<file path="src/rtl/dscp_prio_pkg.sv">
package dscp_prio_pkg;
  localparam int IDX_W       = 6;
  localparam int PRIO_W      = 3;
  localparam int REG_W       = 32;
  localparam int ADDR_W      = 2;
  localparam int ENTRIES     = 1 << IDX_W;
  localparam int CMD_DIR_BIT = 7;

  localparam logic [ADDR_W-1:0] ADDR_CMD  = 2'd0;
  localparam logic [ADDR_W-1:0] ADDR_WDAT = 2'd1;
  localparam logic [ADDR_W-1:0] ADDR_RDAT = 2'd2;
  localparam logic [ADDR_W-1:0] ADDR_STAT = 2'd3;

  // strobes from control to datapath
  typedef struct packed {
    logic              tblWe;
    logic              tblRe;
    logic [IDX_W-1:0]  idx;
    logic [PRIO_W-1:0] wdat;
  } tblStrobe_t;
endpackage

</file>
<file path="src/rtl/dscp_prio_ctrl.sv">
module dscp_prio_ctrl
  import dscp_prio_pkg::*;
#(
  parameter int ACCESS_CYCLES = 3
) (
  input  logic              clk,
  input  logic              rstN,
  input  logic              busWe,
  input  logic [ADDR_W-1:0] busAddr,
  input  logic [REG_W-1:0]  busWdata,
  input  logic              lkValid,
  input  logic [PRIO_W-1:0] wrDataQ,
  output tblStrobe_t        strobe,
  output logic              cmdDir,
  output logic [IDX_W-1:0]  cmdIdx,
  output logic              pending
);
  localparam int CNT_W = $clog2(ACCESS_CYCLES + 1);
  localparam logic [CNT_W-1:0] CNT_LOAD = CNT_W'(ACCESS_CYCLES);
  localparam logic [CNT_W-1:0] CNT_ONE  = CNT_W'(1);

  logic [CNT_W-1:0]  stepCnt;
  logic [PRIO_W-1:0] snapData;
  logic              cmdHit;
  logic              launch;
  logic              lastStep;
  logic              finish;

  always_comb begin
    cmdHit   = busWe && (busAddr == ADDR_CMD);
    launch   = cmdHit && !pending;
    lastStep = pending && (stepCnt == CNT_ONE);
    finish   = lastStep && !lkValid;   // lookups own the port
  end

  always_ff @(posedge clk) begin
    if (!rstN) begin
      cmdDir   <= 1'b0;
      cmdIdx   <= '0;
      snapData <= '0;
      pending  <= 1'b0;
      stepCnt  <= '0;
    end else if (launch) begin
      cmdDir   <= busWdata[CMD_DIR_BIT];
      cmdIdx   <= busWdata[IDX_W-1:0];
      snapData <= wrDataQ;
      pending  <= 1'b1;
      stepCnt  <= CNT_LOAD;
    end else if (pending) begin
      if (stepCnt > CNT_ONE) begin
        stepCnt <= stepCnt - CNT_ONE;
      end else if (finish) begin
        pending <= 1'b0;
        stepCnt <= '0;
      end
    end
  end

  always_comb begin
    strobe.tblWe = finish && !cmdDir;
    strobe.tblRe = finish && cmdDir;
    strobe.idx   = cmdIdx;
    strobe.wdat  = snapData;
  end
endmodule

</file>
<file path="src/rtl/dscp_prio_data.sv">
module dscp_prio_data
  import dscp_prio_pkg::*;
(
  input  logic              clk,
  input  logic              rstN,
  input  logic              busWe,
  input  logic [ADDR_W-1:0] busAddr,
  input  logic [REG_W-1:0]  busWdata,
  output logic [REG_W-1:0]  busRdata,
  input  tblStrobe_t        strobe,
  input  logic              cmdDir,
  input  logic [IDX_W-1:0]  cmdIdx,
  input  logic              pending,
  input  logic              lkValid,
  input  logic [IDX_W-1:0]  lkCode,
  output logic [PRIO_W-1:0] lkPrio,
  output logic              lkPrioValid,
  output logic [PRIO_W-1:0] wrDataQ
);
  logic [PRIO_W-1:0] entry [ENTRIES];
  logic [PRIO_W-1:0] rdDataQ;

  for (genvar g = 0; g < ENTRIES; g++) begin : gEntry
    always_ff @(posedge clk) begin
      if (!rstN) begin
        entry[g] <= '0;
      end else if (strobe.tblWe && (strobe.idx == IDX_W'(g))) begin
        entry[g] <= strobe.wdat;
      end
    end
  end

  always_ff @(posedge clk) begin
    if (!rstN) begin
      lkPrio      <= '0;
      lkPrioValid <= 1'b0;
      rdDataQ     <= '0;
      wrDataQ     <= '0;
    end else begin
      lkPrioValid <= lkValid;
      if (lkValid) lkPrio <= entry[lkCode];
      if (strobe.tblRe) rdDataQ <= entry[strobe.idx];
      if (busWe && (busAddr == ADDR_WDAT)) wrDataQ <= busWdata[PRIO_W-1:0];
    end
  end

  always_comb begin
    busRdata = '0;
    unique case (busAddr)
      ADDR_CMD: begin
        busRdata[CMD_DIR_BIT] = cmdDir;
        busRdata[IDX_W-1:0]   = cmdIdx;
      end
      ADDR_WDAT: busRdata[PRIO_W-1:0] = wrDataQ;
      ADDR_RDAT: busRdata[PRIO_W-1:0] = rdDataQ;
      ADDR_STAT: busRdata[0]          = pending;
      default:   busRdata = '0;
    endcase
  end
endmodule

</file>
<file path="src/rtl/dscp_prio_table.sv">
module dscp_prio_table
  import dscp_prio_pkg::*;
#(
  parameter int ACCESS_CYCLES = 3
) (
  input  logic              clk,
  input  logic              rstN,
  input  logic              regWe,
  input  logic [ADDR_W-1:0] regAddr,
  input  logic [REG_W-1:0]  regWdata,
  output logic [REG_W-1:0]  regRdata,
  input  logic              lkValid,
  input  logic [IDX_W-1:0]  lkCode,
  output logic [PRIO_W-1:0] lkPrio,
  output logic              lkPrioValid
);
  tblStrobe_t        strobe;
  logic              cmdDir;
  logic [IDX_W-1:0]  cmdIdx;
  logic              pending;
  logic [PRIO_W-1:0] wrDataQ;

  dscp_prio_ctrl #(.ACCESS_CYCLES(ACCESS_CYCLES)) u_ctrl (
    .clk      (clk),
    .rstN     (rstN),
    .busWe    (regWe),
    .busAddr  (regAddr),
    .busWdata (regWdata),
    .lkValid  (lkValid),
    .wrDataQ  (wrDataQ),
    .strobe   (strobe),
    .cmdDir   (cmdDir),
    .cmdIdx   (cmdIdx),
    .pending  (pending)
  );

  dscp_prio_data u_data (
    .clk         (clk),
    .rstN        (rstN),
    .busWe       (regWe),
    .busAddr     (regAddr),
    .busWdata    (regWdata),
    .busRdata    (regRdata),
    .strobe      (strobe),
    .cmdDir      (cmdDir),
    .cmdIdx      (cmdIdx),
    .pending     (pending),
    .lkValid     (lkValid),
    .lkCode      (lkCode),
    .lkPrio      (lkPrio),
    .lkPrioValid (lkPrioValid),
    .wrDataQ     (wrDataQ)
  );
endmodule

</file>
<file path="config.mk">
export PLATFORM = sky130hd
export DESIGN_NAME = dscp_prio_table
export DESIGN_NICKNAME = d
export VERILOG_FILES = /design/src/rtl/dscp_prio_pkg.sv /design/src/rtl/dscp_prio_ctrl.sv /design/src/rtl/dscp_prio_data.sv /design/src/rtl/dscp_prio_table.sv
export SDC_FILE = /design/constraint.sdc
export NUM_CORES = 1
export LEC_CHECK = 0
export ABC_AREA = 1
export BUFFER_PORTS_ARGS = -buffer_cell sky130_fd_sc_hd__buf_2
export CORE_ASPECT_RATIO = 0.75
export CORE_MARGIN = 1.5
export CORE_UTILIZATION = 62
export DETAILED_ROUTE_END_ITERATION = 8
export PLACE_DENSITY = 0.8
export SYNTH_ARGS = -nofsm -noshare
export SYNTH_HDL_FRONTEND = slang
export SYNTH_HIERARCHICAL = 1
export SYNTH_SLANG_ARGS = --single-unit
</file>
<file path="constraint.sdc">
create_clock -name clk -period 2.7 [get_ports clk]
set_clock_uncertainty 0.15 [all_clocks]
set_input_delay 0.405 -clock clk [delete_from_list [all_inputs] [get_ports clk]]
set_output_delay 0.405 -clock clk [all_outputs]
set_load 0.05 [all_outputs]
</file>
; ---- Yosys cells after proc, flatten, opt, wreduce, memory -nomap -nowiden
; Memory sizes are Yosys's and may differ from the RTL's. A register that Yosys moved wholly into a read port is not among the register bits.
; Index checks and enable logic that the tools add are counted.
[totals]
output_inout_bits = 36
n_memories = 1
word_cells = 491
input_bits = 44
ff_bits = 17
mem_bits_rw = 192
[mem_list]
columns = name, words, width, read_ports, rd_clocked_by_memory_dff, wr, line
row1 = u_data.entry, 64, 3, 2, 2, 64, dscp_prio_data.sv:20  ; logic [PRIO_W-1:0] entry [ENTRIES];
[op_classes]
eq_ne = 67
order_cmp = 1
reduce_logical = 81
muxes = 269
bitwise = 64
add_sub_neg = 1
[ops]
columns = operator, n
row1 = 2-to-1 mux 1 bit, 198
row2 = 2-to-1 mux 3 bit, 65
row3 = "equality test 6 bit, second input constant", 32
row4 = "equality test 6 x 5 -> 1 bit, second input constant", 16
row5 = logical AND 1 bit, 71
row6 = OR 1 bit, 64
row7 = "equality test 6 x 4 -> 1 bit, second input constant", 8
row8 = "equality test 6 x 3 -> 1 bit, second input constant", 4
row9 = "equality test 6 x 2 -> 1 bit, second input constant", 2
row10 = 2-to-1 mux 2 bit, 4
row11 = "equality test 6 x 1 -> 1 bit, second input constant", 1
row12 = logical NOT 6 bit, 1
row13 = one-hot mux 2 bit (3 select lines), 1
row14 = logical NOT 1 bit, 5
row15 = "equality test 2 x 1 -> 1 bit, second input constant", 2
row16 = "equality test 2 bit, second input constant", 2
row17 = one-hot mux 1 bit (4 select lines), 1
row18 = nonzero test 3 bit, 1
row19 = "> comparator 2 x 1 -> 1 bit, second input constant", 1
row20 = logical NOT 2 bit, 1
row21 = AND reduction 2 bit, 1
row22 = nonzero test 2 bit, 1
row23 = "subtractor 2 x 1 -> 2 bit, second input constant", 1

; ---- Longest topological paths before layout
[logic_depth]
ltp_word = 9
ltp_mapped = 14
mapped_depth_nobuf = 11

; ---- Modules after synthesis
; Netlist, hierarchy kept.
[by_module_without_submodules]
columns = mod, area_each_um2, n_inst, cells_each
row1 = dscp_prio_data, 11949.0, 1, 1550
row2 = dscp_prio_ctrl, 571.8, 1, 76

; ---- Worst setup path after synthesis
; OpenSTA, ideal clock, no wires.
[synth_path]
kind = input to output
start = input port regAddr[0]
end = output port regRdata[2]
path_slack_ns = -0.131
arrival_ns = 2.276
path_stages = 2
required_ns = 2.145
path_cell_list = inv_1 -> o311ai_0
[synth_via]
elab_chain_len = 2
word_cells_on_any_way = 4
classes_between = 2 x eq/ne / 1 x mux / 1 x reduce/logical
[synth_rtl]
columns = item, line
row1 = "start, declared", dscp_prio_table.sv:9  ; input logic [ADDR_W-1:0] regAddr,
row2 = "equality test 2 bit, or another cell as far along", dscp_prio_data.sv:49  ; unique case (busAddr)
row3 = one-hot mux 2 bit (3 select lines) *, dscp_prio_data.sv:49
row4 = "end, declared", dscp_prio_table.sv:11  ; output logic [REG_W-1:0] regRdata,
; Every way passes the cells marked *; elsewhere a longest branch is shown, timed or not.

; ---- Worst setup path after layout
[layout_path]
start = register u_ctrl.cmdIdx[1]
end = output port regRdata[1]
[layout_via]
elab_chain_len = 1
[layout_rtl]
columns = item, line
row1 = "start, declared", dscp_prio_ctrl.sv:15  ; output logic [IDX_W-1:0] cmdIdx,
row2 = "start signal, assigned", dscp_prio_ctrl.sv:45  ; cmdIdx <= busWdata[IDX_W-1:0];
row3 = one-hot mux 2 bit (3 select lines), dscp_prio_data.sv:49
; Every way passes these cells.

==> impl_metrics.tcl <==
set metrics [dict create \
    hp-class "in2reg" \
    finalSetupViolCount 0 \
    synthFlopType "edfxtp_1" \
    cp_max_fo 31 \
    path_clk_slew_ns 0.07 \
    synth.most_common_cell "nand2_1" \
    netSwitchingPower_uw 1990 \
    num_antenna_cells 0 \
    synth_commonest_cells "495 x nand2_1, 310 x nand3_1, 219 x nor2_1" \
    timing.slew.headroom_pct 57.1 \
    synth_top_cell_area_share_pct 46.0 \
    multi_input_area_sq_um 5310 \
    min_to "u_ctrl/cmdIdx[3]" \
    fillerInstances 1583 \
    ys_top_cells_by_area "edfxtp_1 46%, nand2_1 15%, nand3_1 12%" \
    drive_gt1_share_pct 10.9 \
    synth_area_sq_um 12500 \
    intPower_uw 5850 \
    tns_ns 0 \
    status "finished clean" \
    critPathArrivalTime_ns 1.99 \
    die_y_microns 126 \
    ys_seq_area_share_pct 49.7 \
    required_ns 2.14 \
    total_power_uw 7840 \
    maxSlewViolCount 0 \
    rows 44 \
    min_period_ns 2.54 \
    grt_antenna_before_repair 1 \
    max_clock_freq_mhz 393 \
    firstDrtPassIters 7 \
    io_pins 80 \
    synthArstFlopShare_pct 0 \
    tightest_slew_ns 0.643 \
    port_buffers 29 \
    cts_inserted_buffers 22 \
    hold_viol_final 0 \
    r2r_start "u_ctrl/pending" \
    grt_pass1_vias 11041 \
    track_usage_pct 37.8 \
    grt_pass1_wl_microns 61100 \
    regArea_sq_um 6230 \
    reg2reg_to "u_data/entry[20][1]" \
    ys_types 24 \
    holdCritStartpoint "regWdata[3]" \
    startpoint_type "flip-flop" \
    endpoint_kind "output port" \
    cts_tree "yes" \
    r2r_slack_ns 0.22 \
    die_area_sq_um 21100 \
    gp_congestion 0.951 \
    synthCells 1626 \
    drc 0 \
    pwr-share-clk_pct 40.6 \
    leakagePower_uw 0.00517 \
    routedWlPerCell_microns 20.8 \
    pwr-share-seq_pct 48.5 \
    swShare_pct 25.4 \
    path_class "reg2out" \
    cap_violations 0 \
    syn_to_final_growth_pct 9.15 \
    nets 1676 \
    whs_path_depth 3 \
    htree_levels 1 \
    synth_edf_count 192 \
    chipWidth_microns 167 \
    synth_top_cell_by_area "edfxtp_1" \
    grt_overflow 0 \
    period_share_pct 94.2 \
    syn_avg_cell_area_sq_um 7.70 \
    pwr-share-comb_pct 10.9 \
    rsz0062_at_grt "no" \
    cts_num_sinks 215 \
    cts_setup_buffers 0 \
    initial_core_util_pct 64.1 \
    vias 12161 \
    wirelength_microns 39600 \
    post-dp-hpwl_microns 25800 \
    grt_max_degree 98 \
    cts_root_buf "clkbuf_16" \
    worst-r2r-cell-count 8 \
    final_antenna_net_count 0 \
    worstSkewPairLatency_ns 0.52 \
    clock_path_buffers 3 \
    p_per_area_nw_per_um2 574 \
    avgViaCountPerCell 6.40 \
    peakVddDrop_uv 549 \
    drtIter0Drc 2377 \
    ys.warnings.count 6 \
    core-area_sq_um 19500 \
    ys_ff_latch 215 \
]
-- registers in the layout (all words and copies together) (netlist names) --
name                count
u_ctrl/cmdDir           1
u_ctrl/cmdIdx           6
u_ctrl/pending          1
u_ctrl/snapData         3
u_ctrl/stepCnt          2
u_data/entry          192
u_data/lkPrio           3
u_data/lkPrioValid      1
u_data/rdDataQ          3
u_data/wrDataQ          3
-- power groups by stage --
| stage | registers, uW | logic, uW | clock network (uW) |
|---|---|---|---|
| floorplan | 3850 | 606 | 0 |
| global placement | 3870 | 788 | 0 |
| detailed placement | 3870 | 808 | 0 |
| CTS | 3800 | 817 | 3190 |
| global route | 3820 | 907 | 3310 |
| finish | 3810 | 852 | 3180 |
-- metrics by stage --
stage	utilization (%)	hold slack (ns)	cell area (sq um)	setup slack [ns]	cells
finish	69.9	0.0195	13700	0.157	1901
global route	69.9	0.0349	13700	0.0469	1901
CTS	69.9	0.0131	13700	0.0246	1901
detailed placement	66.0	0.323	12900	0.280	1859
global placement	66.0	0.312	12900	0.348	1859
floorplan	-	0.288	12600	0.466	1650
-- repair_timing --
action                     4_1_cts  5_1_grt
gates resized for setup          0        1
hold endpoints to repair         2        0
hold buffers                     2        0
setup endpoints to repair        0        1
-- routing by layer --
metal	global-route usage (%)	routed length, microns	vias up
met1	54.9	15000	5502
met4	14.5	1670	0
li1	-	-	5395
met5	0	0	-
met3	9.49	6530	175
met2	54.6	16500	1089
-- worst max-delay path by stage --
stage	cells past startpoint	from	slack (ns)	to
CTS	4	u_ctrl/cmdIdx[1]	0.02	regRdata[1]
floorplan	2	regAddr[0]	0.47	regRdata[2]
detailed placement	8	lkValid	0.28	u_data/entry[18][1]
global placement	8	lkValid	0.35	u_data/entry[26][2]
finish	4	u_ctrl/cmdIdx[1]	0.16	regRdata[1]
global route	8	u_ctrl/pending	0.05	u_data/entry[24][2]
-- final cells by class --
type | instances | area share (%)
clock inverters | 10 | 0.925
flip-flops and latches | 215 | 45.6
clock buffers | 30 | 4.55
multi-input cells | 1227 | 38.9
well taps | 253 | 2.32
inverters | 63 | 1.73
repair buffers | 103 | 6.01
-- cell families after synthesis --
kind of cell | count (synthesis) | share of synthesized area (%)
compound gates | 127 | 5.11
simple gates | 1075 | 36.6
other cells | 1 | 0.0300
flops | 215 | 49.7
buf+inv | 208 | 8.55
-- critical path, cell delays in order (launching register included) --
cell and delay, ns:
dfxtp_4 0.56, buf_4 0.45, nand2_1 0.11, nand3_1 0.08
buf_2 0.26
-- cells in the final DEF, fill, tap and decap left out, types with 19 or more instances in the layout --
master | netlist | layout
clkbuf_16 | 0 | 23
buf_4 | 47 | 64
edfxtp_1 | 192 | 192
buf_2 | 36 | 28
o21ai_1 | 41 | 41
nand4_1 | 25 | 25
o21ai_0 | 54 | 54
nor2_1 | 219 | 219
inv_1 | 44 | 44
a21oi_1 | 31 | 31
nand2_1 | 495 | 495
conb_1 | 1 | 25
dfxtp_1 | 23 | 21
nand3_1 | 310 | 310
inv_2 | 19 | 19
Power figures use the tool's default switching activity.
